--- src/rtl/busframe_rx.sv ---
`timescale 1ns/1ps
module busframe_rx #(
  parameter int          EOF_BITS  = 7,
  parameter int          IFS_BITS  = 3,
  parameter int          MAX_BYTES = 8,
  parameter logic [14:0] CRC_POLY  = 15'h4599
) (
  input  logic                     clk,
  input  logic                     rst_n,
  input  logic                     bit_en,
  input  logic                     rx,
  output logic                     ack_drive,
  output logic                     frame_ok,
  output logic                     crc_err,
  output logic                     form_err,
  output logic                     stuff_err,
  output logic                     ext,
  output logic                     rtr,
  output logic [28:0]              id,
  output logic [3:0]               dlc,
  output logic [8*MAX_BYTES-1:0]   data
);
  localparam int DATA_W    = 8 * MAX_BYTES;
  localparam int DIX_W     = $clog2(DATA_W);
  localparam int CNT_W     = DIX_W + 1;
  localparam int CRC_W     = 15;
  localparam int SYNC_BITS = 1 + EOF_BITS + IFS_BITS;

  typedef enum logic [3:0] {
    S_SYNC, S_IDLE, S_IDA, S_B12, S_IDE, S_IDB, S_RTR, S_RES,
    S_DLC, S_DATA, S_CRC, S_CDL, S_ACK, S_ADL, S_EOF
  } st_t;

  st_t               st;
  logic [CNT_W-1:0]  cnt;
  logic [2:0]        run;
  logic              last;
  logic [CRC_W-1:0]  crc;

  wire in_stuff  = (st inside {S_IDA, S_B12, S_IDE, S_IDB, S_RTR, S_RES, S_DLC, S_DATA, S_CRC})
                 || (st == S_CDL && run == 3'd5);
  wire is_stuff  = in_stuff && run == 3'd5;
  wire [CRC_W-1:0] crc_nx = {crc[CRC_W-2:0], 1'b0} ^ ((rx ^ crc[CRC_W-1]) ? CRC_POLY : '0);
  wire [3:0] dlc_nx = {dlc[2:0], rx};
  wire [3:0] nb     = (dlc > 4'(MAX_BYTES)) ? 4'(MAX_BYTES) : dlc;
  wire [CNT_W-1:0] dlast = CNT_W'({nb, 3'b000}) - CNT_W'(1);
  wire [DIX_W-1:0] dix   = DIX_W'(DATA_W - 1) - cnt[DIX_W-1:0];

  assign ack_drive = (st == S_ACK);

  always_ff @(posedge clk) begin
    if (!rst_n) begin
      st <= S_SYNC; cnt <= '0; run <= '0; last <= 1'b0; crc <= '0;
      frame_ok <= 1'b0; crc_err <= 1'b0; form_err <= 1'b0; stuff_err <= 1'b0;
      ext <= 1'b0; rtr <= 1'b0; id <= '0; dlc <= '0; data <= '0;
    end else begin
      frame_ok <= 1'b0; crc_err <= 1'b0; form_err <= 1'b0; stuff_err <= 1'b0;
      if (bit_en) begin
        if (in_stuff) begin
          if (is_stuff) begin
            if (rx == last) begin
              stuff_err <= 1'b1; st <= S_SYNC; cnt <= '0;
            end else begin
              last <= rx; run <= 3'd1;
            end
          end else begin
            last <= rx;
            run  <= (rx == last) ? run + 3'd1 : 3'd1;
            crc  <= crc_nx;
          end
        end
        if (!is_stuff) begin
          case (st)
            S_SYNC: begin
              if (!rx) cnt <= '0;
              else if (cnt == CNT_W'(SYNC_BITS - 1)) st <= S_IDLE;
              else cnt <= cnt + 1'b1;
            end
            S_IDLE: if (!rx) begin
              st <= S_IDA; cnt <= '0; crc <= '0; last <= 1'b0; run <= 3'd1;
              id <= '0; data <= '0; dlc <= '0; ext <= 1'b0; rtr <= 1'b0;
            end
            S_IDA: begin
              id <= {id[27:0], rx};
              if (cnt == CNT_W'(10)) st <= S_B12; else cnt <= cnt + 1'b1;
            end
            S_B12: begin rtr <= rx; st <= S_IDE; end
            S_IDE: begin ext <= rx; cnt <= '0; st <= rx ? S_IDB : S_RES; end
            S_IDB: begin
              id <= {id[27:0], rx};
              if (cnt == CNT_W'(17)) st <= S_RTR; else cnt <= cnt + 1'b1;
            end
            S_RTR: begin rtr <= rx; cnt <= '0; st <= S_RES; end
            S_RES: begin
              if (cnt == CNT_W'(ext)) begin st <= S_DLC; cnt <= '0; end
              else cnt <= cnt + 1'b1;
            end
            S_DLC: begin
              dlc <= dlc_nx;
              if (cnt == CNT_W'(3)) begin
                cnt <= '0;
                st  <= (rtr || dlc_nx == 4'd0) ? S_CRC : S_DATA;
              end else cnt <= cnt + 1'b1;
            end
            S_DATA: begin
              data[dix] <= rx;
              if (cnt == dlast) begin st <= S_CRC; cnt <= '0; end
              else cnt <= cnt + 1'b1;
            end
            S_CRC: begin
              if (cnt == CNT_W'(CRC_W - 1)) begin
                cnt <= '0;
                if (crc_nx != '0) begin crc_err <= 1'b1; st <= S_SYNC; end
                else st <= S_CDL;
              end else cnt <= cnt + 1'b1;
            end
            S_CDL: begin
              if (rx) st <= S_ACK;
              else begin form_err <= 1'b1; st <= S_SYNC; cnt <= '0; end
            end
            S_ACK: st <= S_ADL;
            S_ADL: begin
              cnt <= '0;
              if (rx) st <= S_EOF;
              else begin form_err <= 1'b1; st <= S_SYNC; end
            end
            S_EOF: begin
              if (!rx) begin form_err <= 1'b1; st <= S_SYNC; cnt <= '0; end
              else if (cnt == CNT_W'(EOF_BITS - 1)) begin
                frame_ok <= 1'b1; st <= S_SYNC; cnt <= CNT_W'(SYNC_BITS - IFS_BITS);
              end else cnt <= cnt + 1'b1;
            end
            default: st <= S_SYNC;
          endcase
        end
      end
    end
  end
endmodule

--- config.mk ---
export PLATFORM = sky130hd
export DESIGN_NAME = busframe_rx
export DESIGN_NICKNAME = d
export VERILOG_FILES = /design/src/rtl/busframe_rx.sv
export SDC_FILE = /design/constraint.sdc
export NUM_CORES = 1
export LEC_CHECK = 0
export BUFFER_PORTS_ARGS = -buffer_cell sky130_fd_sc_hd__buf_2
export CAP_MARGIN = 0
export CORE_MARGIN = 2
export CORE_UTILIZATION = 40
export CTS_BUF_LIST = sky130_fd_sc_hd__clkbuf_8
export DETAILED_ROUTE_END_ITERATION = 12
export HOLD_SLACK_MARGIN = 0.05
export SKIP_CTS_REPAIR_TIMING = 1
export SLEW_MARGIN = 20
export SYNTH_ARGS = -nofsm -noshare
export SYNTH_HDL_FRONTEND = slang
export SYNTH_SLANG_ARGS = --single-unit
--- constraint.sdc ---
create_clock -name clk -period 6.4 [get_ports clk]
set_input_delay 1.28 -clock clk [delete_from_list [all_inputs] [get_ports clk]]
set_output_delay 1.28 -clock clk [all_outputs]
set_load 0.03 [all_outputs]
==> impl_metrics.ini, run 1 <==
[critical_path]
crit-reg2reg-capture = id[1]
critPathCaptureType = output pin
ff2ff_path_depth = 6
cp_data_required_time_ns = 5.12
critPathLaunchType = flop
path_class = flop to output pin
worstReg2RegStart = run[0]
arrival_ns = 1.73
path_max_fanout = 34
ff2ff_setup_slack_ns = 3.46

[logic_synthesis]
synth-edff-count = 0
ys_warn_count = 0
netlist_area_mm2 = 0.00706
synth.mux.area_fraction = 0.00142
synth-simple-area-share = 0.291
synth_fp_nets = 980
synth_top_family_by_area = simple AND/OR/NAND/NOR gates
ys_ff_latch = 133
synth-xor-area-share = 0.0248
synth-compound-area-share = 0.233
ys_types = 68
synth_ff_type = dfxtp_1
syn-instance-count = 970
ys_seq_area_frac = 0.377
synthAdderAreaFrac = 0.0106
async_flop_share = 0
syn_avg_cell_area_um2 = 7.28

[clock_tree]
htree_levels = 4
clockBufferDepth = 2
clock-sinks = 133
clkLatencyLatePin_ns = 0.47
cts_tree = built
cts_buffers = 17
ctsRootBufferMaster = clkbuf_8
clk_pin_slew_ns = 0.08

[global_route]
grt_pass1_wl_um = 32000
grt_pass1_vias = 5993
grt_antenna_before_repair = 0
grt_max_degree = 82
grt_usage = 0.216
grt_overflow = 0

[floorplan]
core_area_mm2 = 0.0173
start_util = 0.408
num_io_pins = 108
die_y_um = 137
rows = 48
die_w_um = 137
die_area_mm2 = 0.0187

[drt]
detail_route.wl_per_cell_um = 16.2
wl_met3_um = 1350
drtIter0Drc = 606
drcViolationCount = 0
via_count = 6919
wl_um = 20300
met2_length_um = 8860
top_layer = met4
wl_met1_um = 9860
final_antenna_net_count = 0
drt_first_pass_iters = 5
routed_via_density = 5.52

[pwr]
p_leak_nw = 2.87
vdd_drop_max_uv = 123
power_density_mw_per_mm2 = 216
power_mw = 1.71

[status]
status = finished clean

[layout]
design_area_mm2 = 0.00793
nets = 1026
drive_above_1_share = 0.179
syn_to_final_growth_pct = 12.3
final_common_cell = nand2_1
diodes = 0
mostFrequentLayoutCells = 141 x nand2_1, 133 x nor2_1, 132 x dfxtp_1, 118 x a21oi_1, 107 x buf_2
final_cell_count_no_fill = 1254

[timing]
period_share = 0.470
max_slew.worst_pin.slew_ns = 1.07
period_minus_slack_ns = 3.01
rsz0062_at_grt = false
setup_viol = 0
slew_headroom = 0.289
clock_skew_ns = 0.0209
final_hold_viol_count = 0
finalMaxSlewViolations = 0
fmax_ghz = 0.333
whs_ns = 0.455
tns_ns = 0

[flow_run]
maxCapViolCount = 0

[hold_path]
min_to = data[54]
hold_path_class = flop to flop
holdCritStartpoint = data[54]
hold_path_depth = 2

[place]
dp.cells = 1222
place_area_mm2 = 0.00754
dp_hpwl_um = 12900
gp_congestion = 0.878
portBuffers = 107
-- worst max-delay path by stage --
stage,from,slack (ns),endpoint
3_5_place_dp,rst_n,2.94,st[1]
2_1_floorplan,st[0],3.50,ack_drive
4_1_cts,st[2],3.36,ack_drive
6_report,st[2],3.39,ack_drive
3_3_place_gp,rst_n,2.99,st[3]
5_1_grt,run[0],3.18,id[7]
-- per-layer routing --
layer / GRT usage / up-vias
li1: - / 3466
met1: 0.317 / 3226
met2: 0.315 / 207
met3: 0.0530 / 20
met4: 0.0544 / 0
met5: 0 / -
-- layout make-up --
class	count	area, um2
fill	1835	9360
multi-input combinational	741	3970
sequential	133	2660
timing repair buffer	114	588
tap	225	282
clock buffer	17	234
clock inverter	15	161
inverter	9	35.0
-- where the power goes --
part / total (mW) / switching (mW) / internal (mW)
clock network: 0.713 / 0.390 / 0.324
registers: 0.843 / 0.0101 / 0.833
logic: 0.155 / 0.110 / 0.0456
total: 1.71 / 0.509 / 1.20
-- stage by stage --
| stage | setup WS [ns] | utilization |
|---|---|---|
| final | 3.39 | 0.459 |
| after global routing | 3.18 | 0.459 |
| after CTS | 3.36 | 0.459 |
| after detailed placement | 2.94 | 0.436 |
| after global placement | 2.99 | 0.436 |
| after floorplan | 3.50 | - |
-- critical path, cell delays in order, from the launching register on --
cell     delay (ns)
dfxtp_1        0.31
buf_4          0.34
nand2_1        0.17
nor3_1         0.20
buf_2          0.24
-- Yosys cell counts, types with 5 or more instances --
cell type / count / area, um2
nand3b_1: 5 / 37.5
a31oi_1: 5 / 31.3
a211oi_1: 6 / 45.0
or4_1: 7 / 52.6
buf_1: 5 / 18.8
buf_2: 13 / 65.1
xnor2_1: 17 / 149
a22oi_1: 21 / 158
nand2b_1: 9 / 56.3
nand3_1: 50 / 250
clkbuf_1: 58 / 218
o21ai_0: 81 / 405
nor2_1: 133 / 499
nor2b_1: 8 / 50.1
o211ai_1: 8 / 60.1
or3_1: 16 / 100
inv_1: 7 / 26.3
dfxtp_1: 133 / 2660
or2_2: 19 / 119
buf_6: 5 / 56.3
nand4_1: 5 / 31.3
a21oi_1: 118 / 591
buf_4: 5 / 37.5
nor4_1: 8 / 50.1
nor3_1: 13 / 65.1
ha_1: 6 / 75.1
nand2_1: 141 / 529
-- sequential cells by signal, summed over array words and instances (netlist names) --
register,flops
crc_err,1
st,4
id,29
run,3
crc,15
dlc,4
ext,1
rtr,1
form_err,1
stuff_err,1
frame_ok,1
data,64
cnt,7
last,1
-- cell families (layout without fill, tap and decap cells) --
logic type	count (synthesis)	after routing
simple gates	437	437
flops	133	133
buf+inv	96	155
fa+ha+maj	6	6
xor+xnor	20	20
compound gates	277	277
mux	1	1
Note: power is estimated with default switching activity, not from simulation.
==> run 2, diff against run 1 <==
==> constraint.sdc (replaced) <==
create_clock -name clk -period 2.9 [get_ports clk]
set_input_delay 0.58 -clock clk [delete_from_list [all_inputs] [get_ports clk]]
set_output_delay 0.58 -clock clk [all_outputs]
set_load 0.03 [all_outputs]
==> run 2 against run 1 <==
Effect of this change: combinational power grew 130%; non-clock buffer count grew 22; sequential power grew 120%.
==> impl_metrics.ini, run 2 (synthesized netlist as in run 1, its figures left out) <==
[clock_tree]
cts_buffers = 17
htree_levels = 4
cts_tree = built
ctsRootBufferMaster = clkbuf_8
clockBufferDepth = 2
clk_pin_slew_ns = 0.08
clock-sinks = 133
clkLatencyLatePin_ns = 0.46

[timing]
rsz0062_at_grt = false
timing.final.ws_setup_ns = 0.397
fmax_ghz = 0.400
max_slew.worst_pin.slew_ns = 0.732
finalMaxSlewViolations = 0
final_hold_viol_count = 0
tns_ns = 0
period_minus_slack_ns = 2.50
slew_headroom = 0.512
whs_ns = 0.451
period_share = 0.863
clock_skew_ns = 0.0130
setup_viol = 0

[critical_path]
critPathLaunchType = flop
slowest_delay_ns = 0.56
arrival_ns = 2.84
path_buf_inv = 0
cp_slowest_cell = dfxtp_1
path_class = flop to flop
cp_data_required_time_ns = 3.24
critPathCaptureType = flop
path_max_fanout = 11
path_cells = ha_1 -> nor4b_4 -> and3b_1 -> o2bb2ai_2 -> or4_1 -> a311oi_1 -> nor4_1
critPathTopFamily = simple AND/OR/NAND/NOR gates
ff2ff_setup_slack_ns = 0.40

[global_route]
grt_pass1_vias = 6120
grt_overflow = 0
grt_max_degree = 66
grt_pass1_wl_um = 32300
grt_usage = 0.217
grt_antenna_before_repair = 0

[floorplan]
core_area_mm2 = 0.0173
die_area_mm2 = 0.0187
die_w_um = 137
die_y_um = 137
start_util = 0.408
rows = 48
num_io_pins = 108

[layout]
diodes = 0
largest_register_ffs = 64
largest-register = data
drive_above_1_share = 0.196
nFillCells = 1776
syn_to_final_growth_pct = 14.8
post-route-util = 0.469
mostFrequentLayoutCells = 141 x nand2_1, 133 x nor2_1, 132 x dfxtp_1, 118 x a21oi_1, 107 x buf_2
reg_top3 = data: 64 flops, id: 29 flops, crc: 15 flops
final_common_cell = nand2_1
nets = 1048

[flow_run]
maxCapViolCount = 0

[status]
status = finished clean

[hold_path]
hold_path_class = flop to flop

[place]
portBuffers = 107
dp_hpwl_um = 13500
gp_congestion = 0.957
pre_cts_slack_ns = 0.441

[drt]
drcViolationCount = 0
wl_um = 20400
routed_via_density = 5.53
drtIter0Drc = 650
drt_first_pass_iters = 6
via_count = 7060
final_antenna_net_count = 0
detail_route.wl_per_cell_um = 16.0

[pwr]
vdd_drop_max_uv = 292
power_mw = 3.78
power_density_mw_per_mm2 = 466
p_leak_nw = 2.96
## run 2: layout make-up
class / count / area, um2 / area share
multi-input cells: 741 / 3970 / 0.490
flip-flops and latches: 133 / 2660 / 0.328
repair buffers: 136 / 766 / 0.0944
well taps: 225 / 282 / 0.0347
clock buffers: 18 / 248 / 0.0306
clock inverters: 14 / 145 / 0.0179
inverters: 9 / 35.0 / 0.00432
## run 2: path summary, 6_finish.rpt
kind                 start       end  depth (start not counted)
setup / recovery    cnt[1]    cnt[4]                          7
hold reg to reg   data[54]  data[54]                          2
setup reg to reg    cnt[1]    cnt[4]                          7
hold / removal    data[54]  data[54]                          2
## run 2: layer usage
| metal | wire length, um | up-vias | track usage |
|---|---|---|---|
| li1 | - | 3518 | - |
| met1 | 9840 | 3250 | 0.317 |
| met2 | 8790 | 263 | 0.319 |
| met3 | 1450 | 29 | 0.0419 |
| met4 | 325 | 0 | 0.0676 |
| met5 | 0 | - | 0 |
## run 2: worst reg2reg max path, cell delays in order, from the launching register on
cell	delay [ns]
dfxtp_1	0.56
ha_1	0.22
nor4b_4	0.28
and3b_1	0.29
o2bb2ai_2	0.13
or4_1	0.56
a311oi_1	0.27
nor4_1	0.07
## run 2: stage by stage
stage,cell area (um2),cells
CTS,8110,1276
finish,8110,1276
global placement,7720,1244
floorplan,7060,970
detailed placement,7720,1244
global route,8110,1276
## run 2: where the power goes
part	leakage [nW]	internal, mW	switching [mW]
registers	1.07	1.84	0.0287
logic	1.71	0.117	0.241
clock network	0.182	0.721	0.834
